[src/rtl/spi_ctl_pkg.sv]
// Shared constants for the serial master: register addresses, field
// positions of the rate word and reset values. Assumes a 16-bit register port.
package spi_ctl_pkg;
    localparam int ADDR_W = 3;
    localparam int REG_W  = 16;

    localparam logic [ADDR_W-1:0] A_CTRL  = 3'd0;
    localparam logic [ADDR_W-1:0] A_RATE  = 3'd1;
    localparam logic [ADDR_W-1:0] A_TIME  = 3'd2;
    localparam logic [ADDR_W-1:0] A_DATA  = 3'd3;
    localparam logic [ADDR_W-1:0] A_CAUSE = 3'd4;

    localparam int MANT_W       = 4;
    localparam int EXP_W        = 3;
    localparam int RATE_EXP_LSB = 4;
    localparam int RATE_POW_BIT = 7;
    localparam int RATE_POL_BIT = 8;
    localparam int RATE_PHA_BIT = 9;
    localparam int RATE_W       = 10;

    localparam int DLY_W = 2;
    localparam logic [DLY_W-1:0]  DLY_RESET  = 2'd1;
    localparam logic [RATE_W-1:0] RATE_RESET = 10'h002;

    localparam int LEG_MIN_HALF = 2;

    typedef enum logic {ENG_IDLE, ENG_RUN} eng_state_t;
endpackage

[src/rtl/spi_rate_decode.sv]
// Rate decoder: turns the packed rate fields into a serial clock period in
// core cycles. Purely combinational. Assumes DIV_W can hold the largest
// mantissa shifted by the largest exponent.
module spi_rate_decode
    import spi_ctl_pkg::*;
#(
    parameter int DIV_W = MANT_W + (2**EXP_W) - 1
) (
    input  logic              pow_mode,
    input  logic [MANT_W-1:0] mant,
    input  logic [EXP_W-1:0]  expo,
    output logic [DIV_W-1:0]  period
);
    localparam logic [DIV_W-1:0] MIN_PERIOD = DIV_W'(2);
    localparam logic [DIV_W-1:0] MIN_HALF   = DIV_W'(LEG_MIN_HALF);

    logic [DIV_W-1:0] mant_ext;
    logic [DIV_W-1:0] shifted;
    logic [DIV_W-1:0] half;

    // Select period from either encoding, clamping each to its legal floor.
    always_comb begin
        mant_ext = (mant == '0) ? DIV_W'(1) : DIV_W'(mant);
        shifted  = mant_ext << expo;
        half     = (DIV_W'(mant) < MIN_HALF) ? MIN_HALF : DIV_W'(mant);
        if (pow_mode) begin
            period = (shifted < MIN_PERIOD) ? MIN_PERIOD : shifted;
        end else begin
            period = half << 1;
        end
    end
endmodule

[src/rtl/spi_shift_engine.sv]
// Shift engine: generates the serial clock edges for one byte, shifts data
// out MSB first and captures input a programmable number of cycles after each
// sampling edge. Assumes start is only raised while idle and abort only while
// running; period, phase and delay are latched at start.
module spi_shift_engine
    import spi_ctl_pkg::*;
#(
    parameter int BYTE_W = 8,
    parameter int DIV_W  = 11
) (
    input  logic              clk,
    input  logic              rst_n,
    input  logic              start,
    input  logic              abort,
    input  logic [BYTE_W-1:0] tx_byte,
    input  logic [DIV_W-1:0]  period,
    input  logic              cpol,
    input  logic              cpha,
    input  logic [DLY_W-1:0]  dly,
    input  logic              miso,
    output logic              sck,
    output logic              mosi,
    output logic              busy,
    output logic              done_pulse,
    output logic [BYTE_W-1:0] rx_byte
);
    localparam int EDGES  = 2 * BYTE_W;
    localparam int EDGE_W = $clog2(EDGES + 1);
    localparam int CAP_W  = $clog2(BYTE_W + 1);
    localparam int TAPS   = 2**DLY_W;
    localparam logic [EDGE_W-1:0] ALL_EDGES = EDGE_W'(EDGES);
    localparam logic [EDGE_W-1:0] LAST_EDGE = EDGE_W'(EDGES - 1);
    localparam logic [CAP_W-1:0]  ALL_CAPS  = CAP_W'(BYTE_W);

    eng_state_t        state_q;
    logic [DIV_W-1:0]  period_q;
    logic [DIV_W-1:0]  cnt_q;
    logic [EDGE_W-1:0] edge_q;
    logic [CAP_W-1:0]  cap_q;
    logic              cpha_q;
    logic [DLY_W-1:0]  dly_q;
    logic [TAPS-2:0]   pend_q;
    logic [BYTE_W-1:0] tx_q;
    logic [BYTE_W-1:0] rx_q;
    logic              sck_q;
    logic              mosi_q;

    logic [DIV_W-1:0]  h1, h2, lim;
    logic              run, edges_left, edge_now, leading;
    logic              sample_now, shift_now, cap_now, finish;
    logic [TAPS-1:0]   tap;
    logic [EDGE_W-1:0] edge_nx;
    logic [CAP_W-1:0]  cap_nx;

    // Decide whether this cycle carries an edge, a shift, a capture or the end.
    always_comb begin
        h1         = period_q >> 1;
        h2         = period_q - h1;
        lim        = edge_q[0] ? h2 : h1;
        run        = (state_q == ENG_RUN);
        edges_left = (edge_q != ALL_EDGES);
        edge_now   = run && edges_left && (cnt_q == lim - DIV_W'(1));
        leading    = ~edge_q[0];
        sample_now = edge_now && (leading != cpha_q);
        shift_now  = edge_now && (cpha_q ? leading : (!leading && edge_q != LAST_EDGE));
        tap        = {pend_q, sample_now};
        cap_now    = run && tap[dly_q];
        edge_nx    = edge_q + EDGE_W'(edge_now);
        cap_nx     = cap_q + CAP_W'(cap_now);
        finish     = run && !abort && (edge_nx == ALL_EDGES) && (cap_nx == ALL_CAPS);
    end

    // Sequence one byte: load on start, step edges and captures, stop on end or abort.
    always_ff @(posedge clk) begin
        if (!rst_n) begin
            state_q  <= ENG_IDLE;
            period_q <= '0;
            cnt_q    <= '0;
            edge_q   <= '0;
            cap_q    <= '0;
            cpha_q   <= 1'b0;
            dly_q    <= '0;
            pend_q   <= '0;
            tx_q     <= '0;
            rx_q     <= '0;
            sck_q    <= 1'b0;
            mosi_q   <= 1'b0;
        end else if (abort) begin
            state_q <= ENG_IDLE;
            sck_q   <= cpol;
            pend_q  <= '0;
        end else if (state_q == ENG_IDLE) begin
            sck_q <= cpol;
            if (start) begin
                state_q  <= ENG_RUN;
                period_q <= period;
                cnt_q    <= '0;
                edge_q   <= '0;
                cap_q    <= '0;
                cpha_q   <= cpha;
                dly_q    <= dly;
                pend_q   <= '0;
                if (cpha) begin
                    tx_q <= tx_byte;
                end else begin
                    tx_q   <= tx_byte << 1;
                    mosi_q <= tx_byte[BYTE_W-1];
                end
            end
        end else begin
            if (edges_left) begin
                cnt_q <= edge_now ? '0 : cnt_q + DIV_W'(1);
            end
            sck_q  <= sck_q ^ edge_now;
            edge_q <= edge_nx;
            cap_q  <= cap_nx;
            pend_q <= tap[TAPS-2:0];
            if (shift_now) begin
                mosi_q <= tx_q[BYTE_W-1];
                tx_q   <= tx_q << 1;
            end
            if (cap_now) begin
                rx_q <= {rx_q[BYTE_W-2:0], miso};
            end
            if (finish) begin
                state_q <= ENG_IDLE;
            end
        end
    end

    assign sck        = sck_q;
    assign mosi       = mosi_q;
    assign busy       = (state_q == ENG_RUN);
    assign done_pulse = finish;
    assign rx_byte    = rx_q;
endmodule

[src/rtl/spi_reg_bank.sv]
// Register bank: holds the control, rate and capture-delay registers and the
// completion flag. Drives the selects from one write and issues start and
// abort to the engine. Assumes a single write port and a combinational read mux.
module spi_reg_bank
    import spi_ctl_pkg::*;
#(
    parameter int NUM_CS = 8,
    parameter int BYTE_W = 8
) (
    input  logic              clk,
    input  logic              rst_n,
    input  logic              wr_en,
    input  logic [ADDR_W-1:0] addr,
    input  logic [REG_W-1:0]  wdata,
    input  logic              busy,
    input  logic              finish,
    input  logic [BYTE_W-1:0] rx_byte,
    output logic [NUM_CS-1:0] cs_n,
    output logic              start,
    output logic              abort,
    output logic [RATE_W-1:0] rate,
    output logic [DLY_W-1:0]  dly,
    output logic              done,
    output logic [REG_W-1:0]  rdata
);
    localparam int CS_IDX_W = (NUM_CS > 1) ? $clog2(NUM_CS) : 1;
    localparam int CTRL_W   = CS_IDX_W + 1;

    logic [CTRL_W-1:0] ctrl_q;
    logic [RATE_W-1:0] rate_q;
    logic [DLY_W-1:0]  dly_q;
    logic              done_q;
    logic [NUM_CS-1:0] cs_n_q;
    logic [NUM_CS-1:0] cs_n_nx;
    logic              wr_ctrl, wr_data;

    // Decode writes and derive the engine commands.
    always_comb begin
        wr_ctrl = wr_en && (addr == A_CTRL);
        wr_data = wr_en && (addr == A_DATA);
        start   = wr_data && ctrl_q[0] && !busy;
        abort   = wr_ctrl && !wdata[0] && busy;
    end

    // Build the whole select vector from one write so lines move together.
    always_comb begin
        cs_n_nx = '1;
        for (int i = 0; i < NUM_CS; i++) begin
            if (wdata[0] && (wdata[CS_IDX_W:1] == CS_IDX_W'(i))) begin
                cs_n_nx[i] = 1'b0;
            end
        end
    end

    // Hold the software registers and the select lines.
    always_ff @(posedge clk) begin
        if (!rst_n) begin
            ctrl_q <= '0;
            rate_q <= RATE_RESET;
            dly_q  <= DLY_RESET;
            cs_n_q <= '1;
        end else if (wr_en) begin
            case (addr)
                A_CTRL: begin
                    ctrl_q <= wdata[CTRL_W-1:0];
                    cs_n_q <= cs_n_nx;
                end
                A_RATE:  rate_q <= wdata[RATE_W-1:0];
                A_TIME:  dly_q  <= wdata[DLY_W-1:0];
                default: ;
            endcase
        end
    end

    // Completion flag: set when a byte ends, cleared when the next one starts.
    always_ff @(posedge clk) begin
        if (!rst_n) begin
            done_q <= 1'b0;
        end else if (start) begin
            done_q <= 1'b0;
        end else if (finish) begin
            done_q <= 1'b1;
        end
    end

    // Return the addressed register.
    always_comb begin
        case (addr)
            A_CTRL:  rdata = REG_W'(ctrl_q);
            A_RATE:  rdata = REG_W'(rate_q);
            A_TIME:  rdata = REG_W'(dly_q);
            A_DATA:  rdata = REG_W'(rx_byte);
            A_CAUSE: rdata = REG_W'(done_q);
            default: rdata = '0;
        endcase
    end

    assign cs_n = cs_n_q;
    assign rate = rate_q;
    assign dly  = dly_q;
    assign done = done_q;
endmodule

[src/rtl/spi_master_ctl.sv]
// Top of the serial master: ties the register bank, the rate decoder and the
// shift engine together. Assumes one core clock and a synchronous
// active-low reset.
module spi_master_ctl
    import spi_ctl_pkg::*;
#(
    parameter int NUM_CS = 8,
    parameter int BYTE_W = 8
) (
    input  logic              clk,
    input  logic              rst_n,
    input  logic              wr_en,
    input  logic [ADDR_W-1:0] addr,
    input  logic [REG_W-1:0]  wdata,
    output logic [REG_W-1:0]  rdata,
    output logic              sck,
    output logic              mosi,
    input  logic              miso,
    output logic [NUM_CS-1:0] cs_n,
    output logic              irq
);
    localparam int DIV_W = MANT_W + (2**EXP_W) - 1;

    logic              busy;
    logic              finish;
    logic              xfer_start;
    logic              xfer_abort;
    logic [RATE_W-1:0] rate;
    logic [DLY_W-1:0]  dly;
    logic [DIV_W-1:0]  period;
    logic [BYTE_W-1:0] rx_byte;
    logic              cfg_cpol;

    assign cfg_cpol = rate[RATE_POL_BIT];

    spi_reg_bank #(.NUM_CS(NUM_CS), .BYTE_W(BYTE_W)) u_regs (
        .clk     (clk),
        .rst_n   (rst_n),
        .wr_en   (wr_en),
        .addr    (addr),
        .wdata   (wdata),
        .busy    (busy),
        .finish  (finish),
        .rx_byte (rx_byte),
        .cs_n    (cs_n),
        .start   (xfer_start),
        .abort   (xfer_abort),
        .rate    (rate),
        .dly     (dly),
        .done    (irq),
        .rdata   (rdata)
    );

    spi_rate_decode #(.DIV_W(DIV_W)) u_rate (
        .pow_mode (rate[RATE_POW_BIT]),
        .mant     (rate[MANT_W-1:0]),
        .expo     (rate[RATE_EXP_LSB +: EXP_W]),
        .period   (period)
    );

    spi_shift_engine #(.BYTE_W(BYTE_W), .DIV_W(DIV_W)) u_eng (
        .clk        (clk),
        .rst_n      (rst_n),
        .start      (xfer_start),
        .abort      (xfer_abort),
        .tx_byte    (wdata[BYTE_W-1:0]),
        .period     (period),
        .cpol       (cfg_cpol),
        .cpha       (rate[RATE_PHA_BIT]),
        .dly        (dly),
        .miso       (miso),
        .sck        (sck),
        .mosi       (mosi),
        .busy       (busy),
        .done_pulse (finish),
        .rx_byte    (rx_byte)
    );
endmodule

[config.mk]
export PLATFORM = sky130hd
export DESIGN_NAME = spi_master_ctl
export DESIGN_NICKNAME = d
export VERILOG_FILES = /design/src/rtl/spi_ctl_pkg.sv /design/src/rtl/spi_rate_decode.sv /design/src/rtl/spi_shift_engine.sv /design/src/rtl/spi_reg_bank.sv /design/src/rtl/spi_master_ctl.sv
export SDC_FILE = /design/constraint.sdc
export NUM_CORES = 1
export LEC_CHECK = 0
export CAP_MARGIN = 20
export CORE_MARGIN = 5
export CORE_UTILIZATION = 45
export DETAILED_ROUTE_END_ITERATION = 6
export PLACE_DENSITY = 0.65
export SYNTH_ARGS = -nofsm -noshare
export SYNTH_HDL_FRONTEND = slang
export SYNTH_SLANG_ARGS = --single-unit
[constraint.sdc]
create_clock -name clk -period 12.5 [get_ports clk]
set_input_delay 1.875 -clock clk [delete_from_list [all_inputs] [get_ports clk]]
set_output_delay 1.875 -clock clk [all_outputs]
set_load 0.01 [all_outputs]
==> results.cfg <==
[synthesis]
synth.distinct_cells = 75
synth-edff-count = 0
synth.area.top_cells = dfxtp_1, nand2_1, a21oi_1, mux2i_1, nor2_1
synth_cells = 690
syn_avg_cell_area_um2 = 7.725
yosysWarnings = 0
synth_top_area_share = 0.3042
syn-cell-area_mm2 = 0.005330
async_reset_ff_frac = 0
ys_seq_elements = 81
yosysTopAreaCell = dfxtp_1
ys_seq_area_frac = 0.3042
synth_top_flop_cell = dfxtp_1

[clocking]
path_clk_slew_ns = 0.06
cts_max_path_buffers = 2
cts.repair.resized = 0
cts_buffers = 9
clk_latency_ns = 0.34
post-cts-setup-buffer-count = 0
clock-sinks = 81
cts_max_level = 3
hold_buffers = 0
cts_tree = built
clockRootBuffer = clkbuf_16

[floorplan]
rows = 39
die_area_mm2 = 0.01412
core_area_mm2 = 0.01152
die_w_um = 118.8
fp.dieH_um = 118.8
initial_core_util = 0.4628
io_pins = 50

[critical_path]
slowest_stage = clkdlybuf4s50_1
crit_path_end_kind = primary output
critPathLaunchType = primary input
worstPathRequired_ns = 10.62
arrival_ns = 3.83
path_cells = clkdlybuf4s50_1, mux4_2, inv_1, o21ai_0, clkdlybuf4s50_1
criticalPathCategory = primary input to primary output
crit_top_cell = clkdlybuf4s50_1
crit_fanout = 12
slowest_delay_ns = 0.83

[pwr]
p_leak_uw = 0.002145
powerDensity_mw_per_mm2 = 90.52
ir_drop_mv = 0.07206

[detailed_routing]
routedWlPerCell_um = 15.63
drt-total-wl_um = 13320
first_pass_iters = 5
antenna_left = 0
drtIter0Drc = 286
drcViolationCount = 0
route.vias.total = 4929
routed_via_density = 5.785

[sta]
finalCritPeriodShare = 0.4566
worst_pin_slew_ns = 1.085
setup-violations-final = 0
finalWorstSetupSlack_ns = 6.792
timing.slew.headroom = 0.2745
timing.final.hold_violations = 0
min_period_ns = 5.708
max_freq_mhz = 175.2
skew_ns = 0.006588
rsz0062_at_grt = false
fin_setup_tns_ns = 0
final_max_slew_viol_count = 0

[run_status]
outcome = complete, no violations

[final_layout]
n_antenna_cell = 0
stdcell_area_mm2 = 0.006016
drive_gt1_frac = 0.06770
layoutNonFillerInstCount = 852
syn2layout_area_growth_pct = 12.86
layout_commonest_cell = nand2_1
layout.nets = 745
mostFrequentLayoutCells = nand2_1, dfxtp_1, nor2_1

[min_path]
min_path_type = register to register

[place]
placedInstanceArea_mm2 = 0.005731
gp_congestion = 0.8412
placedCellCount = 836
numPortBuffers = 37
place_ws_ns = 6.803
dp_hpwl_um = 9836

[global_route]
grt_max_degree = 48
first_global_vias = 4847
grt_overflow_total = 0
antenna_found_initial = 0
grt_first_pass_wirelength_um = 22890
grtUsageTotal = 0.1947

[run]
cap_violations = 0
Yosys cell counts (all sizes together) (8+ instances only):
master	n
a211oi	12
a21oi	55
a22oi	11
buf	15
clkbuf	31
dfxtp	81
ha	16
inv	23
mux2i	25
nand2	110
nand2b	10
nand3	22
nand3b	11
nor2	63
nor2b	9
nor3	13
o21ai	34
o31ai	8
xnor2	13
xor2	9
where the power goes:
group	switching (uW)	leakage [uW]	internal [uW]
registers	2.49	0.000653	260
logic	17.8	0.00135	12.3
clock network	99.9	0.000139	153
total	120	0.00214	424
worst paths after layout:
path,start,to,slack (ns),cells past startpoint
min reg2reg,u_eng.period_q[0],u_eng.period_q[0],0.46,2
max,addr[1],rdata[0],6.79,5
max reg2reg,u_eng.period_q[0],u_regs.done,7.32,24
min,u_eng.period_q[0],u_eng.period_q[0],0.46,2
worst max-delay path, delay by kind of cell:
kind / cells / cell delay, ns
buf+inv: 3 / 1.45
compound gates: 1 / 0.20
mux: 1 / 0.31
logic make-up after synthesis:
| family | share of synthesized area |
|---|---|
| and+or+nand+nor | 0.2681 |
| other | 0.0007035 |
| muxes | 0.06385 |
| adders and majority gates | 0.04131 |
| xor gates and xnor gates | 0.03615 |
| AOI/OAI and AO/OA | 0.2270 |
| buffers and inverters | 0.05868 |
| DFF | 0.3042 |
layout make-up:
class / count / area [um^2]
clock inverter: 4 / 45.04
multi-input combinational: 545 / 3421
tap: 143 / 178.9
inverter: 23 / 86.33
fill: 1142 / 5500
sequential: 81 / 1622
clock buffer: 11 / 232.7
timing repair buffer: 45 / 430.4
metal layers:
| metal | track usage | up-vias | routed length, um |
|---|---|---|---|
| met1 | 0.2479 | 2342 | 6277 |
| met4 | 0.07531 | 0 | 191 |
| met3 | 0.02607 | 13 | 374 |
| met5 | 0 | - | 0 |
| li1 | - | 2499 | - |
| met2 | 0.3353 | 75 | 6472 |
stage by stage:
| step | total power [uW] | utilization | hold slack [ns] |
|---|---|---|---|
| after floorplan | 286.7 | - | 0.4319 |
| after global placement | 297.0 | 0.4976 | 0.4454 |
| after detailed placement | 297.4 | 0.4976 | 0.4496 |
| after CTS | 550.4 | 0.5217 | 0.4580 |
| after global routing | 566.7 | 0.5224 | 0.4937 |
| final | 544.6 | 0.5224 | 0.4602 |
state kept, by name, summed over array words and instances (netlist names), 2 cells and up:
register / flops
u_regs.dly: 2
u_eng.cnt_q: 11
u_regs.cs_n: 8
u_eng.tx_q: 8
u_eng.cap_q: 4
u_eng.rx_byte: 8
u_eng.edge_q: 5
u_eng.period_q: 11
u_regs.ctrl_q: 4
u_regs.rate: 10
u_eng.pend_q: 3
u_eng.dly_q: 2
(Power assumes the default switching activity.)
